==> src/rtl/sio_cfg_pkg.sv <==
package sio_cfg_pkg;
  localparam logic [7:0] KEY_OPEN  = 8'h87;
  localparam logic [7:0] KEY_CLOSE = 8'hAA;

  localparam logic [7:0] IDX_LDN     = 8'h07;
  localparam logic [7:0] IDX_CHIP_HI = 8'h20;
  localparam logic [7:0] IDX_CHIP_LO = 8'h21;
  localparam logic [7:0] IDX_VEND_HI = 8'h23;
  localparam logic [7:0] IDX_VEND_LO = 8'h24;
  localparam logic [7:0] IDX_PORTSEL = 8'h25;
  localparam logic [7:0] IDX_ENABLE  = 8'h30;
  localparam logic [7:0] IDX_BASE_HI = 8'h60;
  localparam logic [7:0] IDX_BASE_LO = 8'h61;
  localparam logic [7:0] IDX_IRQ     = 8'h70;
  localparam logic [7:0] IDX_CLASS   = 8'hF0;

  localparam int PORTSEL_BIT = 4;

  typedef enum logic [1:0] {
    ST_LOCKED = 2'd0,
    ST_KEY1   = 2'd1,
    ST_OPEN   = 2'd2
  } unlockState_e;

  typedef enum logic [1:0] {
    RD_FLOAT = 2'd0,
    RD_INDEX = 2'd1,
    RD_DATA  = 2'd2
  } rdSel_e;

  typedef struct packed {
    logic       cfgWr;
    logic       rdEn;
    rdSel_e     rdSel;
    logic [7:0] index;
    logic [7:0] wrData;
  } cfgStrobe_t;
endpackage

==> src/rtl/sio_cfg_ctrl.sv <==
module sio_cfg_ctrl
  import sio_cfg_pkg::*;
#(
  parameter int ADDR_W = 16,
  parameter logic [ADDR_W-1:0] PRI_IDX = 16'h002E,
  parameter logic [ADDR_W-1:0] ALT_IDX = 16'h004E
) (
  input  logic              clk,
  input  logic              rstN,
  input  logic [ADDR_W-1:0] ioAddr,
  input  logic [7:0]        ioWrData,
  input  logic              ioWr,
  input  logic              ioRd,
  input  logic              altPortSel,
  output cfgStrobe_t        strobe,
  output logic              unlocked
);
  unlockState_e      state, stateNext;
  logic [7:0]        indexReg;
  logic [ADDR_W-1:0] idxAddr;
  logic [ADDR_W-1:0] dataAddr;
  logic              hitIdx, hitData, idxWr;

  assign idxAddr  = altPortSel ? ALT_IDX : PRI_IDX;
  assign dataAddr = idxAddr + ADDR_W'(1);
  assign hitIdx   = (ioAddr == idxAddr);
  assign hitData  = (ioAddr == dataAddr);
  assign idxWr    = ioWr && hitIdx;

  always_comb begin
    stateNext = state;
    if (idxWr) begin
      unique case (state)
        ST_LOCKED: stateNext = (ioWrData == KEY_OPEN) ? ST_KEY1 : ST_LOCKED;
        ST_KEY1:   stateNext = (ioWrData == KEY_OPEN) ? ST_OPEN : ST_LOCKED;
        ST_OPEN:   stateNext = (ioWrData == KEY_CLOSE) ? ST_LOCKED : ST_OPEN;
        default:   stateNext = ST_LOCKED;
      endcase
    end
  end

  always_ff @(posedge clk) begin
    if (!rstN) begin
      state    <= ST_LOCKED;
      indexReg <= 8'h00;
    end else begin
      state <= stateNext;
      if (idxWr && state == ST_OPEN && ioWrData != KEY_CLOSE)
        indexReg <= ioWrData;
    end
  end

  assign unlocked = (state == ST_OPEN);

  always_comb begin
    strobe.cfgWr  = ioWr && hitData && unlocked;
    strobe.rdEn   = ioRd;
    strobe.index  = indexReg;
    strobe.wrData = ioWrData;
    if (unlocked && hitData)     strobe.rdSel = RD_DATA;
    else if (unlocked && hitIdx) strobe.rdSel = RD_INDEX;
    else                         strobe.rdSel = RD_FLOAT;
  end
endmodule

==> src/rtl/sio_cfg_regs.sv <==
module sio_cfg_regs
  import sio_cfg_pkg::*;
#(
  parameter int NUM_DEV = 8,
  parameter int IRQ_W = 4,
  parameter int IR_DEV = 5,
  parameter logic [7:0] IR_CLASS = 8'h66,
  parameter logic [15:0] CHIP_ID = 16'h0408,
  parameter logic [15:0] VENDOR_ID = 16'h1934,
  parameter logic [7:0] PORTSEL_FIXED = 8'h01
) (
  input  logic                              clk,
  input  logic                              rstN,
  input  cfgStrobe_t                        strobe,
  output logic [7:0]                        ioRdData,
  output logic                              altPortSel,
  output logic [NUM_DEV-1:0]                devEnable,
  output logic [NUM_DEV-1:0][15:0]          devBase,
  output logic [NUM_DEV-1:0][IRQ_W-1:0]     devIrq
);
  localparam int LDN_W = (NUM_DEV > 1) ? $clog2(NUM_DEV) : 1;
  localparam logic [7:0] NUM_DEV_B = 8'(NUM_DEV);

  logic [7:0]       ldn;
  logic             ldnValid;
  logic [LDN_W-1:0] ldnIdx;
  logic [7:0]       bankRd, globalRd, cfgRd, rdVal;
  logic             isBankIdx;

  assign ldnValid = (ldn < NUM_DEV_B);
  assign ldnIdx   = ldn[LDN_W-1:0];

  always_ff @(posedge clk) begin
    if (!rstN) begin
      ldn        <= 8'h00;
      altPortSel <= 1'b0;
    end else if (strobe.cfgWr) begin
      if (strobe.index == IDX_LDN)     ldn <= strobe.wrData;
      if (strobe.index == IDX_PORTSEL) altPortSel <= strobe.wrData[PORTSEL_BIT];
    end
  end

  for (genvar g = 0; g < NUM_DEV; g++) begin : gBank
    logic bankWr;
    assign bankWr = strobe.cfgWr && (ldn == 8'(g));
    always_ff @(posedge clk) begin
      if (!rstN) begin
        devEnable[g] <= 1'b0;
        devBase[g]   <= 16'h0000;
        devIrq[g]    <= '0;
      end else if (bankWr) begin
        unique case (strobe.index)
          IDX_ENABLE:  devEnable[g]     <= strobe.wrData[0];
          IDX_BASE_HI: devBase[g][15:8] <= strobe.wrData;
          IDX_BASE_LO: devBase[g][7:0]  <= strobe.wrData;
          IDX_IRQ:     devIrq[g]        <= strobe.wrData[IRQ_W-1:0];
          default: ;
        endcase
      end
    end
  end

  always_comb begin
    isBankIdx = 1'b1;
    bankRd    = 8'h00;
    unique case (strobe.index)
      IDX_ENABLE:  bankRd = {7'b0, devEnable[ldnIdx]};
      IDX_BASE_HI: bankRd = devBase[ldnIdx][15:8];
      IDX_BASE_LO: bankRd = devBase[ldnIdx][7:0];
      IDX_IRQ:     bankRd = 8'(devIrq[ldnIdx]);
      IDX_CLASS:   bankRd = (ldn == 8'(IR_DEV)) ? IR_CLASS : 8'h00;
      default:     isBankIdx = 1'b0;
    endcase
    if (!ldnValid) bankRd = 8'h00;
  end

  always_comb begin
    unique case (strobe.index)
      IDX_LDN:     globalRd = ldn;
      IDX_CHIP_HI: globalRd = CHIP_ID[15:8];
      IDX_CHIP_LO: globalRd = CHIP_ID[7:0];
      IDX_VEND_HI: globalRd = VENDOR_ID[15:8];
      IDX_VEND_LO: globalRd = VENDOR_ID[7:0];
      IDX_PORTSEL: begin
        globalRd = PORTSEL_FIXED;
        globalRd[PORTSEL_BIT] = altPortSel;
      end
      default:     globalRd = 8'h00;
    endcase
  end

  assign cfgRd = isBankIdx ? bankRd : globalRd;

  always_comb begin
    unique case (strobe.rdSel)
      RD_DATA:  rdVal = cfgRd;
      RD_INDEX: rdVal = strobe.index;
      default:  rdVal = 8'hFF;
    endcase
  end

  always_ff @(posedge clk) begin
    if (!rstN)            ioRdData <= 8'hFF;
    else if (strobe.rdEn) ioRdData <= rdVal;
  end
endmodule

==> src/rtl/sio_cfg_port.sv <==
module sio_cfg_port
  import sio_cfg_pkg::*;
#(
  parameter int ADDR_W = 16,
  parameter int NUM_DEV = 8,
  parameter int IRQ_W = 4,
  parameter int IR_DEV = 5,
  parameter logic [7:0] IR_CLASS = 8'h66,
  parameter logic [ADDR_W-1:0] PRI_IDX = 16'h002E,
  parameter logic [ADDR_W-1:0] ALT_IDX = 16'h004E
) (
  input  logic                          clk,
  input  logic                          rstN,
  input  logic [ADDR_W-1:0]             ioAddr,
  input  logic [7:0]                    ioWrData,
  input  logic                          ioWr,
  input  logic                          ioRd,
  output logic [7:0]                    ioRdData,
  output logic [NUM_DEV-1:0]            devEnable,
  output logic [NUM_DEV-1:0][15:0]      devBase,
  output logic [NUM_DEV-1:0][IRQ_W-1:0] devIrq
);
  cfgStrobe_t strobe;
  logic       unlocked;
  logic       altPortSel;

  sio_cfg_ctrl #(
    .ADDR_W(ADDR_W), .PRI_IDX(PRI_IDX), .ALT_IDX(ALT_IDX)
  ) uCtrl (
    .clk(clk), .rstN(rstN), .ioAddr(ioAddr), .ioWrData(ioWrData),
    .ioWr(ioWr), .ioRd(ioRd), .altPortSel(altPortSel),
    .strobe(strobe), .unlocked(unlocked)
  );

  sio_cfg_regs #(
    .NUM_DEV(NUM_DEV), .IRQ_W(IRQ_W), .IR_DEV(IR_DEV), .IR_CLASS(IR_CLASS)
  ) uRegs (
    .clk(clk), .rstN(rstN), .strobe(strobe), .ioRdData(ioRdData),
    .altPortSel(altPortSel), .devEnable(devEnable), .devBase(devBase),
    .devIrq(devIrq)
  );
endmodule

==> config.mk <==
export PLATFORM = sky130hd
export DESIGN_NAME = sio_cfg_port
export DESIGN_NICKNAME = d
export VERILOG_FILES = /design/src/rtl/sio_cfg_pkg.sv /design/src/rtl/sio_cfg_ctrl.sv /design/src/rtl/sio_cfg_regs.sv /design/src/rtl/sio_cfg_port.sv
export SDC_FILE = /design/constraint.sdc
export NUM_CORES = 1
export LEC_CHECK = 0
export ABC_CLOCK_PERIOD_IN_PS = 2600
export BUFFER_PORTS_ARGS = -buffer_cell sky130_fd_sc_hd__buf_4
export CORE_UTILIZATION = 50
export DETAILED_ROUTE_END_ITERATION = 10
export PLACE_DENSITY = 0.79
export SLEW_MARGIN = 20
export SYNTH_ARGS = -nofsm -noshare
export SYNTH_HDL_FRONTEND = slang
export SYNTH_SLANG_ARGS = --single-unit
==> constraint.sdc <==
create_clock -name clk -period 2.6 [get_ports clk]
set_clock_uncertainty 0.05 [all_clocks]
set_input_delay 0.39 -clock clk [delete_from_list [all_inputs] [get_ports clk]]
set_output_delay 0.39 -clock clk [all_outputs]
set_load 0.01 [all_outputs]
==> results.sh <==
export IMPL_count_of_flip_flops_with_a_built_in_enable_after_synthesis=0
export IMPL_synth_top_area_frac=0.4103
export IMPL_postSynth_asyncResetShare=0
export IMPL_core_mm2=0.01871
export IMPL_timing_final_max_slew_violations=0
export IMPL_post_layout_worst_setup_margin_ps=68.59
export IMPL_static_leakage_nw=5.997
export IMPL_globalRoute_totalOverflow=0
export IMPL_final_cell_count_no_fill=1388
export IMPL_largest_net_degree_at_the_start_of_global_routing=79
export IMPL_post_synth_inst_count=918
export IMPL_powerDensity_mw_per_mm2=463.3
export IMPL_timing_reg2reg_worst_path_depth=8
export IMPL_setup_repair_after_global_routing_missed_its_margin="no"
export IMPL_drtPass1Iterations=5
export IMPL_floorplan_initialDensity=0.5087
export IMPL_final_area_mm2=0.01224
export IMPL_insertion_delay_ps=440
export IMPL_detailedPlacementHpwl_um=22170
export IMPL_syn_to_final_growth_pct=28.61
export IMPL_setup_tns_ps=0
export IMPL_dpl_instance_area_mm2=0.01168
export IMPL_clock_power_share=0.433
export IMPL_yosysWarningCount=0
export IMPL_distinct_cells_synth=65
export IMPL_count_of_state_elements_after_synthesis=195
export IMPL_seq_area_frac_synth=0.4103
export IMPL_min_delay_path_class="primary input to register"
export IMPL_crit_arrival_ps=2810
export IMPL_maxCapViolCount=0
export IMPL_clock_tree_from_tritoncts="yes"
export IMPL_die_width_um=140.0
export IMPL_grt_resource_usage_total=0.3171
export IMPL_num_antenna_cells=0
export IMPL_cts_max_path_buffers=2
export IMPL_timing_critical_path_from_type="register"
export IMPL_cts_buffers=17
export IMPL_avgRoutedWirePerCell_um=22.32
export IMPL_maxSlewHeadroom=0.5054
export IMPL_antenna_violating_nets_post_route=0
export IMPL_run_status="finished, final reports clean"
export IMPL_synth_top_cells_by_count="sky130_fd_sc_hd__dfxtp_1 (195), sky130_fd_sc_hd__mux2i_1 (180), sky130_fd_sc_hd__nor2_1 (116), sky130_fd_sc_hd__nor2b_1 (81), sky130_fd_sc_hd__clkbuf_1 (53)"
export IMPL_first_global_vias=7933
export IMPL_cp_required_ps=2880
export IMPL_clk_root_buffer_cell="sky130_fd_sc_hd__clkbuf_16"
export IMPL_detailedRoute_firstIterationViolations=783
export IMPL_io_pin_count=204
export IMPL_dpl_cell_count=1356
export IMPL_maxClockFrequency_mhz=395.0
export IMPL_path_clk_slew_ps=70
export IMPL_antenna_violations_before_repair=1
export IMPL_die_footprint_mm2=0.01959
export IMPL_synthFlopType="sky130_fd_sc_hd__dfxtp_1"
export IMPL_switching_share=0.2338
export IMPL_worst_slew_pin_transition_ps=731.6
export IMPL_via_count=8275
export IMPL_share_of_power_burned_in_registers=0.528
export IMPL_synthesis_area_per_instance_um2=10.37
export IMPL_crit_path_max_fanout=20
export IMPL_finalWirelength_um=30980
export IMPL_final_fill_count=1511
export IMPL_ys_top_cells_by_area="sky130_fd_sc_hd__dfxtp_1 (41%), sky130_fd_sc_hd__mux2i_1 (19%), sky130_fd_sc_hd__mux4_2 (8.5%)"
export IMPL_report_final_setup_viol=0
export IMPL_post_cts_repair_timing_setup_buffer_count=0
export IMPL_max_vdd_ir_drop_uv=468.7
export IMPL_replace_congestion=0.9698
export IMPL_power_combinational_fraction=0.039
export IMPL_via_count_normalized_by_instance_count=5.962
export IMPL_timing_hold_violations_final=0
export IMPL_clock_sinks=195
export IMPL_cell_internal_pwr_mw=4.345
export IMPL_design_final_nets=1169
export IMPL_period_minus_slack_ps=2531
export IMPL_power_switching_mw=1.325
export IMPL_critical_path_class="register to register"
export IMPL_synth_largest_area_cell="sky130_fd_sc_hd__dfxtp_1"
export IMPL_rows=50
export IMPL_syn_nets=946
export IMPL_portBuffers=203
export IMPL_hold_path_depth=2
export IMPL_wire_length_of_the_first_global_routing_pass_um=47040
export IMPL_netlist_area_mm2=0.009515
export IMPL_min_period_over_period=0.9736
export IMPL_share_of_final_layout_standard_cells_stronger_than_drive_strength_1=0.3328
export IMPL_fin_hold_ws_ps=195.1
export IMPL_end_kind="register"
export IMPL_place_worst_setup_slack_ps=-152.9
export IMPL_htree_levels=4
export IMPL_synth_most_common_cell="sky130_fd_sc_hd__dfxtp_1"
export IMPL_chipHeight_um=140.0
export IMPL_drt_drc_violations_left=0
metrics by stage:
stage | utilization | total power, mW
final | 0.6542 | 5.670
after global routing | 0.6542 | 5.822
after CTS | 0.6534 | 5.679
after detailed placement | 0.6245 | 3.279
after global placement | 0.6245 | 3.277
after floorplan | - | 3.183
layout make-up:
class / instances / area (µm²) / share of cell area
Inverter: 7 / 26.28 / 0.002147
Clock buffer: 21 / 460.4 / 0.03762
Multi-Input combinational cell: 645 / 5283 / 0.4317
Tap cell: 234 / 292.8 / 0.02392
Timing Repair Buffer: 275 / 2190 / 0.1789
Clock inverter: 11 / 78.83 / 0.006441
Sequential cell: 195 / 3908 / 0.3193
what timing repair did:
action	CTS	global route
resized for setup	0	3
hold buffers	0	0
endpoints found under the setup margin	0	12
critical path, cell delays in order (launching register included):
cell and delay, ps:
sky130_fd_sc_hd__dfxtp_2 510, sky130_fd_sc_hd__buf_12 190, sky130_fd_sc_hd__buf_12 180, sky130_fd_sc_hd__mux4_2 340, sky130_fd_sc_hd__mux2i_1 200, sky130_fd_sc_hd__nor2_1 70, sky130_fd_sc_hd__nor4_1 370, sky130_fd_sc_hd__o211ai_1 160
sky130_fd_sc_hd__a221o_1 330
cells by family (layout without fill, tap and decap cells):
| kind of cell | after synthesis | count (layout) | share of synthesized area |
|---|---|---|---|
| AO/OA/AOI/OAI | 82 | 82 | 0.05931 |
| buffers and inverters | 78 | 314 | 0.03642 |
| flip-flops | 195 | 195 | 0.4103 |
| multiplexers | 223 | 223 | 0.2828 |
| AND/OR/NAND/NOR | 340 | 340 | 0.2112 |
cell usage in the layout (no fill, tap or decap), types with 6 or more instances in the layout:
| cell type | synthesis | routed |
|---|---|---|
| sky130_fd_sc_hd__nand4_4 | 7 | 8 |
| sky130_fd_sc_hd__nor2b_1 | 81 | 81 |
| sky130_fd_sc_hd__mux2_2 | 7 | 7 |
| sky130_fd_sc_hd__nor2_1 | 116 | 115 |
| sky130_fd_sc_hd__clkbuf_16 | 0 | 17 |
| sky130_fd_sc_hd__nand2_1 | 46 | 46 |
| sky130_fd_sc_hd__a21oi_1 | 18 | 18 |
| sky130_fd_sc_hd__nand4b_1 | 8 | 8 |
| sky130_fd_sc_hd__nand4_1 | 6 | 6 |
| sky130_fd_sc_hd__dfxtp_1 | 195 | 192 |
| sky130_fd_sc_hd__o21ai_0 | 18 | 18 |
| sky130_fd_sc_hd__mux2i_1 | 180 | 180 |
| sky130_fd_sc_hd__nand3_1 | 12 | 11 |
| sky130_fd_sc_hd__buf_4 | 0 | 265 |
| sky130_fd_sc_hd__buf_12 | 1 | 10 |
| sky130_fd_sc_hd__and2_1 | 6 | 6 |
| sky130_fd_sc_hd__mux4_2 | 36 | 36 |
| sky130_fd_sc_hd__a21boi_0 | 9 | 9 |
state kept, by name (all words and copies together), names as in the netlist:
register / flops
uRegs.ioRdData: 8
uCtrl.indexReg: 8
uRegs.devIrq: 32
uRegs.ldn: 8
uRegs.altPortSel: 1
uRegs.devBase: 128
uCtrl.state: 2
uRegs.devEnable: 8
power by group through the flow:
stage          combinational, mW  sequential [mW]  clock [mW]
6_report                   0.221             2.99        2.46
2_1_floorplan              0.119             3.06           0
5_1_grt                    0.230             2.99        2.60
3_3_place_gp               0.215             3.06           0
4_1_cts                    0.217             2.99        2.47
3_5_place_dp               0.217             3.06           0
worst paths after layout:
kind | slack [ps] | to | startpoint
max | 70 | uRegs.ioRdData[2] | uRegs.ldn[1]
min | 200 | uRegs.ioRdData[7] | rstN
max reg2reg | 70 | uRegs.ioRdData[2] | uRegs.ldn[1]
min reg2reg | 430 | uRegs.ioRdData[3] | uRegs.ioRdData[3]
layer usage:
metal | GRT usage | routed length, µm
met5 | 0 | 11
met1 | 0.4126 | 12720
met2 | 0.5092 | 14700
met3 | 0.06325 | 2341
met4 | 0.1452 | 1206
(Power assumes the default switching activity.)
